<file path="src/rtl/lsp_pkg.sv">
package lsp_pkg;
    typedef enum logic [0:0] {
        ST_IDLE  = 1'b0,
        ST_ISSUE = 1'b1
    } issue_state_e;
endpackage

</file>
<file path="src/rtl/lsp_tracker_table.sv">
module lsp_tracker_table #(
    parameter int NUM_TRK    = 4,
    parameter int LINE_W     = 26,
    parameter int PAGE_SHIFT = 6,
    parameter int CONF_W     = 2
) (
    input  logic              clk,
    input  logic              rst_n,
    input  logic              acc_valid_i,
    input  logic [LINE_W-1:0] acc_line_i,
    output logic              train_o,
    output logic [LINE_W-1:0] train_line_o,
    output logic [LINE_W-1:0] train_delta_o
);
    localparam int IDX_W = (NUM_TRK > 1) ? $clog2(NUM_TRK) : 1;
    localparam logic [CONF_W-1:0] CONF_MAX   = '1;
    localparam logic [CONF_W-1:0] CONF_TRAIN = CONF_W'(2);
    localparam logic [IDX_W-1:0]  OLDEST     = IDX_W'(NUM_TRK - 1);

    logic [NUM_TRK-1:0]             vld_q;
    logic [NUM_TRK-1:0][LINE_W-1:0] last_q;
    logic [NUM_TRK-1:0][LINE_W-1:0] delta_q;
    logic [NUM_TRK-1:0][CONF_W-1:0] conf_q;
    logic [NUM_TRK-1:0][IDX_W-1:0]  age_q;
    logic [NUM_TRK-1:0]             match;

    logic              hit, same_line, delta_eq, update;
    logic [IDX_W-1:0]  hit_idx, victim_idx, touch_idx;
    logic [LINE_W-1:0] line_delta;
    logic [CONF_W-1:0] conf_next;

    // one page comparator per tracker
    for (genvar g = 0; g < NUM_TRK; g++) begin : g_match
        assign match[g] = vld_q[g] &&
            (last_q[g][LINE_W-1:PAGE_SHIFT] == acc_line_i[LINE_W-1:PAGE_SHIFT]);
    end

    always_comb begin
        hit        = 1'b0;
        hit_idx    = '0;
        victim_idx = '0;
        for (int i = NUM_TRK - 1; i >= 0; i--) begin
            if (match[i]) begin
                hit     = 1'b1;
                hit_idx = IDX_W'(i);
            end
            if (age_q[i] == OLDEST) victim_idx = IDX_W'(i);
        end
        same_line  = hit && (last_q[hit_idx] == acc_line_i);
        line_delta = acc_line_i - last_q[hit_idx];
        delta_eq   = hit && (line_delta == delta_q[hit_idx]);
        if (delta_eq)
            conf_next = (conf_q[hit_idx] == CONF_MAX) ? CONF_MAX : conf_q[hit_idx] + 1'b1;
        else
            conf_next = CONF_W'(1);
        update     = acc_valid_i && !same_line;
        touch_idx  = hit ? hit_idx : victim_idx;
    end

    assign train_o       = update && hit && (conf_next >= CONF_TRAIN);
    assign train_line_o  = acc_line_i;
    assign train_delta_o = line_delta;

    always_ff @(posedge clk) begin
        if (!rst_n) begin
            vld_q   <= '0;
            last_q  <= '0;
            delta_q <= '0;
            conf_q  <= '0;
            for (int i = 0; i < NUM_TRK; i++) age_q[i] <= IDX_W'(i);
        end else if (update) begin
            for (int i = 0; i < NUM_TRK; i++) begin
                if (IDX_W'(i) == touch_idx)            age_q[i] <= '0;
                else if (age_q[i] < age_q[touch_idx])  age_q[i] <= age_q[i] + 1'b1;
            end
            vld_q[touch_idx]  <= 1'b1;
            last_q[touch_idx] <= acc_line_i;
            if (hit) begin
                delta_q[touch_idx] <= line_delta;
                conf_q[touch_idx]  <= conf_next;
            end else begin
                delta_q[touch_idx] <= '0;
                conf_q[touch_idx]  <= '0;
            end
        end
    end

    // a repeated line leaves the whole table unchanged
    p_same_line_quiet_r2: assert property (@(posedge clk) disable iff (!rst_n)
        (acc_valid_i && same_line) |=> ($stable(last_q) && $stable(delta_q) && $stable(conf_q)));

    // training needs a step already seen once before
    p_train_after_step_r3: assert property (@(posedge clk) disable iff (!rst_n)
        train_o |-> (conf_q[hit_idx] != '0));
endmodule

</file>
<file path="src/rtl/lsp_issue_fsm.sv">
module lsp_issue_fsm
    import lsp_pkg::*;
#(
    parameter int LINE_W     = 26,
    parameter int PAGE_SHIFT = 6,
    parameter int PF_DIST    = 2
) (
    input  logic              clk,
    input  logic              rst_n,
    input  logic              train_i,
    input  logic [LINE_W-1:0] train_line_i,
    input  logic [LINE_W-1:0] train_delta_i,
    output logic              cand_valid_o,
    output logic [LINE_W-1:0] cand_line_o
);
    localparam int TAG_W = LINE_W - PAGE_SHIFT;
    localparam int CNT_W = $clog2(PF_DIST + 1);

    issue_state_e      state_q, state_d;
    logic [LINE_W-1:0] next_q, next_d, stride_q, stride_d;
    logic [TAG_W-1:0]  page_q, page_d;
    logic [CNT_W-1:0]  cnt_q, cnt_d;
    logic              in_page;

    assign in_page = (next_q[LINE_W-1:PAGE_SHIFT] == page_q);

    always_ff @(posedge clk) begin
        if (!rst_n) state_q <= ST_IDLE;
        else        state_q <= state_d;
    end

    always_ff @(posedge clk) begin
        if (!rst_n) begin
            next_q   <= '0;
            stride_q <= '0;
            page_q   <= '0;
            cnt_q    <= '0;
        end else begin
            next_q   <= next_d;
            stride_q <= stride_d;
            page_q   <= page_d;
            cnt_q    <= cnt_d;
        end
    end

    always_comb begin
        state_d  = state_q;
        next_d   = next_q;
        stride_d = stride_q;
        page_d   = page_q;
        cnt_d    = cnt_q;
        unique case (state_q)
            ST_IDLE: ;
            ST_ISSUE: begin
                if (!in_page || cnt_q == CNT_W'(PF_DIST - 1)) begin
                    state_d = ST_IDLE;
                end else begin
                    cnt_d  = cnt_q + 1'b1;
                    next_d = next_q + stride_q;
                end
            end
        endcase
        if (train_i) begin
            state_d  = ST_ISSUE;
            cnt_d    = '0;
            next_d   = train_line_i + train_delta_i;
            stride_d = train_delta_i;
            page_d   = train_line_i[LINE_W-1:PAGE_SHIFT];
        end
    end

    always_comb begin
        cand_valid_o = (state_q == ST_ISSUE) && in_page;
        cand_line_o  = next_q;
    end

    // never more candidates than the distance
    p_issue_bound_r3: assert property (@(posedge clk) disable iff (!rst_n)
        (state_q == ST_ISSUE) |-> (cnt_q < CNT_W'(PF_DIST)));

    // crossing the page ends the issue
    p_page_stop_r8: assert property (@(posedge clk) disable iff (!rst_n)
        (state_q == ST_ISSUE && !train_i && !in_page) |=> (state_q == ST_IDLE));
endmodule

</file>
<file path="src/rtl/lsp_pf_queue.sv">
module lsp_pf_queue #(
    parameter int DEPTH = 2,
    parameter int W     = 26
) (
    input  logic         clk,
    input  logic         rst_n,
    input  logic         push_i,
    input  logic [W-1:0] push_data_i,
    output logic         out_valid_o,
    input  logic         out_ready_i,
    output logic [W-1:0] out_data_o
);
    localparam int CNT_W = $clog2(DEPTH + 1);
    localparam int PTR_W = (DEPTH > 1) ? $clog2(DEPTH) : 1;
    localparam logic [PTR_W-1:0] LAST = PTR_W'(DEPTH - 1);

    logic [W-1:0]     mem_q [DEPTH];
    logic [PTR_W-1:0] rd_ptr_q, wr_ptr_q;
    logic [CNT_W-1:0] count_q;
    logic             full, do_push, do_pop;

    assign full        = (count_q == CNT_W'(DEPTH));
    assign do_push     = push_i && !full;
    assign out_valid_o = (count_q != '0);
    assign do_pop      = out_valid_o && out_ready_i;
    assign out_data_o  = mem_q[rd_ptr_q];

    always_ff @(posedge clk) begin
        if (!rst_n) begin
            rd_ptr_q <= '0;
            wr_ptr_q <= '0;
            count_q  <= '0;
        end else begin
            if (do_push) wr_ptr_q <= (wr_ptr_q == LAST) ? '0 : wr_ptr_q + 1'b1;
            if (do_pop)  rd_ptr_q <= (rd_ptr_q == LAST) ? '0 : rd_ptr_q + 1'b1;
            if (do_push && !do_pop)      count_q <= count_q + 1'b1;
            else if (do_pop && !do_push) count_q <= count_q - 1'b1;
        end
    end

    always_ff @(posedge clk) begin
        if (do_push) mem_q[wr_ptr_q] <= push_data_i;
    end

    // head held while the consumer stalls
    p_hold_stable_r9: assert property (@(posedge clk) disable iff (!rst_n)
        (out_valid_o && !out_ready_i) |=> (out_valid_o && $stable(out_data_o)));

    // occupancy bounded by the depth
    p_no_overflow_r9: assert property (@(posedge clk) disable iff (!rst_n)
        count_q <= CNT_W'(DEPTH));
endmodule

</file>
<file path="src/rtl/line_stream_prefetcher.sv">
module line_stream_prefetcher #(
    parameter int ADDR_W    = 32,
    parameter int LINE_LOG2 = 6,
    parameter int PAGE_LOG2 = 12,
    parameter int NUM_TRK   = 4,
    parameter int CONF_W    = 2,
    parameter int PF_DIST   = 2,
    parameter int Q_DEPTH   = 2
) (
    input  logic                        clk,
    input  logic                        rst_n,
    input  logic                        miss_only_i,
    input  logic                        req_valid_i,
    input  logic [ADDR_W-1:0]           req_addr_i,
    input  logic                        req_miss_i,
    output logic                        pf_valid_o,
    input  logic                        pf_ready_i,
    output logic [ADDR_W-LINE_LOG2-1:0] pf_line_o
);
    localparam int LINE_W     = ADDR_W - LINE_LOG2;
    localparam int PAGE_SHIFT = PAGE_LOG2 - LINE_LOG2;

    logic              acc_valid;
    logic [LINE_W-1:0] acc_line;
    logic              train;
    logic [LINE_W-1:0] train_line, train_delta;
    logic              cand_valid;
    logic [LINE_W-1:0] cand_line;
    logic              offset_unused;

    assign acc_valid     = req_valid_i && (!miss_only_i || req_miss_i);
    assign acc_line      = req_addr_i[ADDR_W-1:LINE_LOG2];
    assign offset_unused = ^req_addr_i[LINE_LOG2-1:0];

    lsp_tracker_table #(
        .NUM_TRK(NUM_TRK), .LINE_W(LINE_W), .PAGE_SHIFT(PAGE_SHIFT), .CONF_W(CONF_W)
    ) u_table (
        .clk(clk), .rst_n(rst_n),
        .acc_valid_i(acc_valid), .acc_line_i(acc_line),
        .train_o(train), .train_line_o(train_line), .train_delta_o(train_delta)
    );

    lsp_issue_fsm #(
        .LINE_W(LINE_W), .PAGE_SHIFT(PAGE_SHIFT), .PF_DIST(PF_DIST)
    ) u_issue (
        .clk(clk), .rst_n(rst_n),
        .train_i(train), .train_line_i(train_line), .train_delta_i(train_delta),
        .cand_valid_o(cand_valid), .cand_line_o(cand_line)
    );

    lsp_pf_queue #(
        .DEPTH(Q_DEPTH), .W(LINE_W)
    ) u_queue (
        .clk(clk), .rst_n(rst_n),
        .push_i(cand_valid), .push_data_i(cand_line),
        .out_valid_o(pf_valid_o), .out_ready_i(pf_ready_i), .out_data_o(pf_line_o)
    );
endmodule

</file>
<file path="config.mk">
export PLATFORM = sky130hd
export DESIGN_NAME = line_stream_prefetcher
export DESIGN_NICKNAME = d
export VERILOG_FILES = /design/src/rtl/lsp_pkg.sv /design/src/rtl/lsp_tracker_table.sv /design/src/rtl/lsp_issue_fsm.sv /design/src/rtl/lsp_pf_queue.sv /design/src/rtl/line_stream_prefetcher.sv
export SDC_FILE = /design/constraint.sdc
export NUM_CORES = 1
export LEC_CHECK = 0
export BUFFER_PORTS_ARGS = -buffer_cell sky130_fd_sc_hd__buf_2
export CAP_MARGIN = 30
export CELL_PAD_IN_SITES_DETAIL_PLACEMENT = 0
export CELL_PAD_IN_SITES_GLOBAL_PLACEMENT = 1
export CORE_AREA = 2 2 238 216
export DETAILED_ROUTE_END_ITERATION = 16
export DIE_AREA = 0 0 240 218
export PLACE_DENSITY_LB_ADDON = 0.12
export SLEW_MARGIN = 20
export SYNTH_ARGS = -nofsm -noshare
export SYNTH_HDL_FRONTEND = slang
export SYNTH_SLANG_ARGS = --single-unit
</file>
<file path="constraint.sdc">
create_clock -name clk -period 7.6 [get_ports clk]
set_clock_uncertainty 0.05 [all_clocks]
set_input_delay 1.14 -clock clk [delete_from_list [all_inputs] [get_ports clk]]
set_output_delay 1.14 -clock clk [all_outputs]
set_load 0.01 [all_outputs]
</file>
==> key figures, run 1 <==
Outcome
  • Status: complete, no violations

Clock network
  • Clock latency on the worst-skew pair: 0.57 ns
  • Clock transition at the registers of the reported paths: roughly 0.060 ns
  • H-tree Lvls: 2
  • CTS Buffer Depth: 3
  • TritonCTS Sinks: 360
  • CTS tree: built
  • CTS buffer count: around 40
  • Root buffer cell: clkbuf_16
  • Post-CTS Hold Buffers: 0

Detailed routing
  • Avg WL per Cell: approximately 20 um
  • Post-route ant nets: 0
  • Via count: approximately 20000
  • Via density: 5.48
  • DRC violation total after the first TritonRoute iteration: 1313
  • DRT Pass-1 Iters: 5
  • Routed wire length: about 73000 um
  • DRC: 0

Timing
  • Slew @ Worst Pin: roughly 0.9 ns
  • Relative slew slack: roughly two fifths
  • Hold Vio Cnt, Final: 0
  • Setup TNS: 0 ns
  • Minimum clock period: 7.17 ns
  • Tcrit/Tclk final: 94.4%
  • Count of final setup violators: 0
  • Final Max Slew Viols: 0
  • Fmax: 139 MHz
  • RSZ-0062 raised after global routing: no

Global route
  • GR Util All Layers: 27.7%
  • Gr ovfl total: 0
  • Initial antenna violation count: 1
  • Vias in the first global route: around 20000
  • Pin count of the biggest net entering global routing: a little over 90
  • First-pass GRT wire length: 112000 um

Yosys
  • Syn avg cell area: ~8.0 sq um
  • Most common cell in the synthesized netlist: nand2_1
  • Syn_nets: between 2000 and 3000
  • Library cells used by synthesis: between 80 and 90
  • Post-synthesis cell count: around 2700
  • Post-synth top area share: between 20 and 30%
  • Post-synth EDFFs: 52
  • Seq cells post-synth: 360
  • Post-synth top area cell: dfxtp_1
  • Ys flop type: dfxtp_1
  • Sequential-to-total area share from yosys stat: a little over a third
  • Async SR Flop Fraction: 0%
  • Synthesized area: between 20000 and 25000 sq um
  • Ys Warns: 0
  • Top cells by area, synth: dfxtp_1 (29%), nand2_1 (13%), edfxtp_1 (7.4%)
  • Top cells by count, synth: nand2_1 (715), dfxtp_1 (308), a21oi_1 (261)

Power
  • Overall power: ~6.8 mW
  • Power density over the cells: roughly 260 nW/um^2
  • Pint: between 4 and 5 mW
  • P_sw: 2.48 mW
  • Share of power burned in registers: between 30% and 40%
  • Switching portion of total power: a little over a third
  • Combinational Power Share: 38.1%
  • Clock network power share: around 30%
  • LEAKAGE: 10.6 nW
  • Worst vdd rail ir drop: around 0.00015 V

Die
  • I/O Pins: 65
  • Rows: 78
  • Die Ht: approximately 220 um
  • Die X: ~240 um
  • CORE AREA: roughly 50000 sq um
  • Initial Utilization: 42.5%
  • Die ar.: between 50000 and 60000 sq um

Place
  • Cell total after placement: about 3600
  • Dpl hpwl: about 53000 um
  • PortBufs: 58
  • Final Wtd Congestion: between 0.9 and 1

Finish
  • Fin cells: between 3000 and 4000
  • Storage cell area: 7730 sq um
  • Area growth from synthesis to layout: 22.7%
  • Layout cell share with drive strength beyond 1: 19.2%
  • Filler Cells Inserted: around 4900
  • Multi-input logic area: 12600 sq um
  • Final core utilization: 52.2%
  • Final nets: roughly 3100

Worst setup path
  • Crit path max-delay family: simple AND/OR/NAND/NOR gates
  • Startpoint class of the critical path: input pin
  • Slowest Stage Delay on Critical Path: 0.52 ns
  • CP Max Fanout: 20
  • CP most frequent cell: nand2_1
  • Worst EP required: approximately 8.0 ns
  • Kind of end point of the critical path: flip-flop
  • Worst path bufs/invs: 6
  • R2R Path Start: u_table.last_q[12]
  • Critical-path top delay cell: xnor2_2
  • WP data arrival: approximately 7.6 ns
  • Critical path type: in2reg
  • Setup crit start: req_addr_i[20]

Flow run
  • Maxcap violations: 0

Worst hold path
  • Hold crit path type: reg2reg
  • Hold path startpoint: u_table.delta_q[15]
## layer usage
metal / GRT usage [%] / vias up / wire length (um)
li1: - / 9900 / -
met1: 37.9 / 9616 / 34300
met2: 45.2 / 493 / 33000
met3: 3.24 / 122 / 3650
met4: 9.30 / 0 / 2170
met5: 0 / - / 0
## state kept, by name (all words and copies together) (netlist names), 2 cells and up, named ones only
name                 cells
u_issue.cand_line_o     26
u_issue.cnt_q            2
u_issue.page_q          20
u_issue.stride_q        26
u_queue.count_q          2
u_queue.mem_q           52
u_table.age_q            8
u_table.conf_q           8
u_table.delta_q        104
u_table.last_q         104
u_table.vld_q            4
## kinds of logic (layout without fill, tap and decap cells)
logic type,count (synthesis),after routing,synth area share (%)
DFF,360,360,36.4
and+or+nand+nor,1120,1120,23.2
other,0,1,0
buffers and inverters,220,544,4.64
xor gates and xnor gates,181,181,7.53
AOI/OAI and AO/OA,580,580,17.0
muxes,119,119,5.81
adders and majority gates,90,90,5.41
## power by group through the flow
stage / Clock (mW) / Sequential, mW / Combinational, mW
global route: 2.18 / 2.16 / 2.80
global placement: 0 / 2.18 / 2.51
finish: 2.06 / 2.15 / 2.59
floorplan: 0 / 2.16 / 1.37
CTS: 2.10 / 2.14 / 2.57
detailed placement: 0 / 2.19 / 2.56
## placed cells by master, fill, tap and decap left out, drive strengths merged, types with 73 or more instances in the layout
cell / count
a21oi: 261
buf: 424
dfxtp: 308
ha: 87
mux2i: 85
nand2: 715
nand3: 75
nor2: 118
o21ai: 110
xnor2: 107
xor2: 73
## per-stage QoR
step	hold WS, ns	worst slack, ns	cell area [sq um]
global placement	0.384	-0.390	24600
finish	0.397	0.429	26100
CTS	0.399	0.0909	26000
detailed placement	0.392	-0.461	24600
floorplan	0.378	0.205	21200
global route	0.417	0.0411	26100
## worst reg2reg max path, delay by kind of cell (launching register included)
family | cells | cell delay [ns]
mux | 1 | 0.19
buf+inv | 4 | 0.74
compound gates | 6 | 1.56
xor+xnor | 2 | 0.84
fa+ha+maj | 1 | 0.33
simple gates | 12 | 2.57
flops | 1 | 0.34
## timing repair
item                                    4_1_cts  5_1_grt
setup buffers                                 0        0
resized for setup                             0       13
endpoints found under the setup margin        0       83
## final timing paths
path	slack, ns	cells after the start	to
worst max register to register	0.89	26	u_issue.stride_q[20]
worst min register to register	0.40	2	u_table.delta_q[15]
worst max-delay path	0.43	28	u_issue.stride_q[20]
worst min-delay path	0.40	2	u_table.delta_q[15]
## final cells by class
cell class              count  share of cell area [%]
diodes                      1                 0.00960
inverters                  45                   0.667
well taps                 680                    3.26
clock buffers              60                    4.68
flip-flops and latches    360                    29.6
clock inverters            15                   0.633
repair buffers            424                    12.6
multi-input cells        2090                    48.5
(Power assumes the default switching activity.)
==> inputs of run 2 (changes only) <==
==> constraint.sdc (replaced) <==
create_clock -name clk -period 7.6 [get_ports clk]
set_clock_uncertainty 0.05 [all_clocks]
set_input_delay 1.52 -clock clk [delete_from_list [all_inputs] [get_ports clk]]
set_output_delay 1.52 -clock clk [all_outputs]
set_load 0.01 [all_outputs]
==> key figures, run 2 (synthesis gave the netlist of run 1 again) <==
Outcome
  • Status: complete, no violations (unchanged)

Detailed routing
  • Max layer used: met4 (unchanged)
  • Avg WL per Cell: 19.9 um (about the same)
  • Via count: 20200 (was 20100)
  • DRC: 0 (unchanged)
  • Routed wire length: 73500 um (was 73100 um)
  • Via density: 5.47 (was 5.48)
  • Metal3 WL: 4350 um (was 3650 um)
  • Met1 wire length: 34800 um (was 34300 um)
  • DRT Pass-1 Iters: 5 (unchanged)
  • Wire length on met2: 31200 um (was 33000 um)
  • DRC violation total after the first TritonRoute iteration: 1780 (was 1313)
  • Post-route ant nets: 0 (unchanged)

Die
  • I/O Pins: 65 (unchanged)
  • Die ar.: 52300 sq um (unchanged)
  • CORE AREA: 50000 sq um (unchanged)
  • Die Ht: 218 um (unchanged)
  • Initial Utilization: 42.5% (unchanged)
  • Rows: 78 (unchanged)
  • Die X: 240 um (unchanged)

Clock network
  • CTS Buffer Depth: 3 (unchanged)
  • Clock transition at the registers of the reported paths: 0.06 ns (about the same)
  • Clock latency on the worst-skew pair: 0.57 ns (about the same)
  • H-tree Lvls: 2 (unchanged)
  • Root buffer cell: clkbuf_16 (unchanged)
  • CTS buffer count: 43 (was 41)
  • TritonCTS Sinks: 360 (unchanged)
  • Post-CTS Hold Buffers: 0 (unchanged)
  • CTS tree: built (unchanged)

Finish
  • Diode count: 0 (was 1)
  • Biggest regs: u_table.delta_q (104), u_table.last_q (104), u_queue.mem_q (52) (unchanged)
  • Multi-input logic area: 12700 sq um (was 12600 sq um)
  • Storage cell area: 7730 sq um (unchanged)
  • Filler Cells Inserted: 4829 (was 4882)
  • Fin cells: 3700 (was 3675)
  • Commonest non-fill, non-tap cell in the layout: nand2_1 (unchanged)
  • Layout cell share with drive strength beyond 1: 20.1% (was 19.2%)
  • Final nets: 3115 (was 3090)
  • Highest-count cells in the layout ignoring fill and taps: nand2_1 (713), buf_4 (361), dfxtp_1 (308), a21oi_1 (261), nor2_1 (114) (was nand2_1 (713), buf_4 (347), dfxtp_1 (308), a21oi_1 (261), nor2_1 (114))
  • Area growth from synthesis to layout: 24.5% (was 22.7%)

Worst setup path
  • CP Max Fanout: 39 (was 20)
  • Critical-path top delay cell: or3b_1 (was xnor2_2)
  • Worst EP required: 8.06 ns (was 8.01 ns)
  • Startpoint class of the critical path: input pin (unchanged)
  • Kind of end point of the critical path: flip-flop (unchanged)
  • Critical path type: in2reg (unchanged)
  • Slowest Stage Delay on Critical Path: 0.40 ns (was 0.52 ns)
  • CP most frequent cell: buf_4 (was nand2_1)
  • WP data arrival: 7.80 ns (was 7.58 ns)

Power
  • Switching portion of total power: 35.8% (was 36.5%)
  • P_sw: 2.49 mW (was 2.48 mW)
  • Clock network power share: 30.6% (was 30.3%)
  • Overall power: 6.96 mW (was 6.80 mW)
  • Combinational Power Share: 38.6% (was 38.1%)
  • Share of power burned in registers: 30.9% (was 31.6%)
  • Pint: 4.47 mW (was 4.32 mW)
  • Power density over the cells: 263 nW/um^2 (was 261 nW/um^2)
  • Worst vdd rail ir drop: 0.000160 V (was 0.000152 V)
  • LEAKAGE: 10.8 nW (was 10.6 nW)

Place
  • PortBufs: 58 (unchanged)
  • Cell total after placement: 3620 (was 3599)
  • Final Wtd Congestion: 0.899 (was 0.930)
  • Dpl hpwl: 54500 um (was 53100 um)

Timing
  • Tcrit/Tclk final: 96.5% (was 94.4%)
  • Setup TNS: 0 ns (unchanged)
  • Final Max Slew Viols: 0 (unchanged)
  • Count of final setup violators: 0 (unchanged)
  • Fmax: 136 MHz (was 139 MHz)
  • Slew @ Worst Pin: 0.950 ns (was 0.898 ns)
  • Hold WS: 0.398 ns (was 0.397 ns)
  • Hold Vio Cnt, Final: 0 (unchanged)
  • Minimum clock period: 7.34 ns (was 7.17 ns)
  • Relative slew slack: 35.8% (was 39.9%)

Flow run
  • Maxcap violations: 0 (unchanged)

Worst hold path
  • Hold crit path type: reg2reg (unchanged)

Global route
  • Gr ovfl total: 0 (unchanged)
  • GR Util All Layers: 27.8% (was 27.7%)
  • First-pass GRT wire length: 112000 um (about the same)
  • Vias in the first global route: 19000 (was 19700)
  • Initial antenna violation count: 1 (unchanged)
  • Pin count of the biggest net entering global routing: 82 (was 92)
==> run 2: cell count changes in the layout (fill, tap and decap cells not counted), moves of 3 or more <==
| cell | previous run | this run |
|---|---|---|
| o21ai_0 | 101 | 97 |
| buf_2 | 57 | 53 |
| buf_12 | 17 | 24 |
| clkinv_1 | 0 | 3 |
| buf_4 | 347 | 361 |
| clkbuf_4 | 0 | 4 |
==> run 2: area by class of cell <==
type,instances,share of cell area (%)
tap,680,3.22
sequential,360,29.2
inverter,45,0.657
clock inverter,18,0.742
multi-input combinational,2090,48.0
clock buffer,60,4.69
timing repair buffer,447,13.5
==> run 2: path summary, 6_finish.rpt <==
path                            cells after the start  slack, ns                start                  end
worst max register to register                     28       1.17   u_table.last_q[40]    u_table.conf_q[7]
worst min-delay path                                2       0.40  u_table.delta_q[15]  u_table.delta_q[15]
worst max-delay path                               30       0.26       req_addr_i[16]    u_table.conf_q[7]
worst min register to register                      2       0.40  u_table.delta_q[15]  u_table.delta_q[15]
==> run 2: through the flow <==
step	utilization (%)	area, sq um	setup WS [ns]
detailed placement	49.8	24900	-0.593
global route	52.9	26500	-0.0228
CTS	52.7	26300	0.0209
finish	52.9	26500	0.262
global placement	49.7	24800	-0.570
floorplan	-	21200	0.0106
==> run 2: per-layer routing <==
metal | up-vias | global-route usage [%]
li1 | 9934 | -
met1 | 9555 | 39.5
met2 | 614 | 42.1
met3 | 134 | 3.99
met4 | 0 | 11.8
met5 | - | 0
==> run 2: power groups by stage <==
stage | clock network, mW | registers [mW] | logic [mW]
detailed placement | 0 | 2.19 | 2.63
CTS | 2.17 | 2.15 | 2.64
global route | 2.24 | 2.16 | 2.91
global placement | 0 | 2.18 | 2.59
finish | 2.13 | 2.15 | 2.68
floorplan | 0 | 2.16 | 1.37
==> run 2: timing repair <==
action	4_1_cts	5_1_grt
endpoints found under the setup margin	50	83
setup buffers	0	2
gates resized for setup	1	34
pin swaps	0	6
hold endpoints to repair	0	0
==> run 2: critical path: cells and delay by family <==
| kind | cells | cell delay, ns |
|---|---|---|
| adder cells (fa/ha/maj) | 1 | 0.38 |
| XOR/XNOR | 3 | 0.56 |
| AND/OR/NAND/NOR | 14 | 2.97 |
| buffers and inverters | 9 | 1.73 |
| AO/OA/AOI/OAI | 3 | 0.55 |
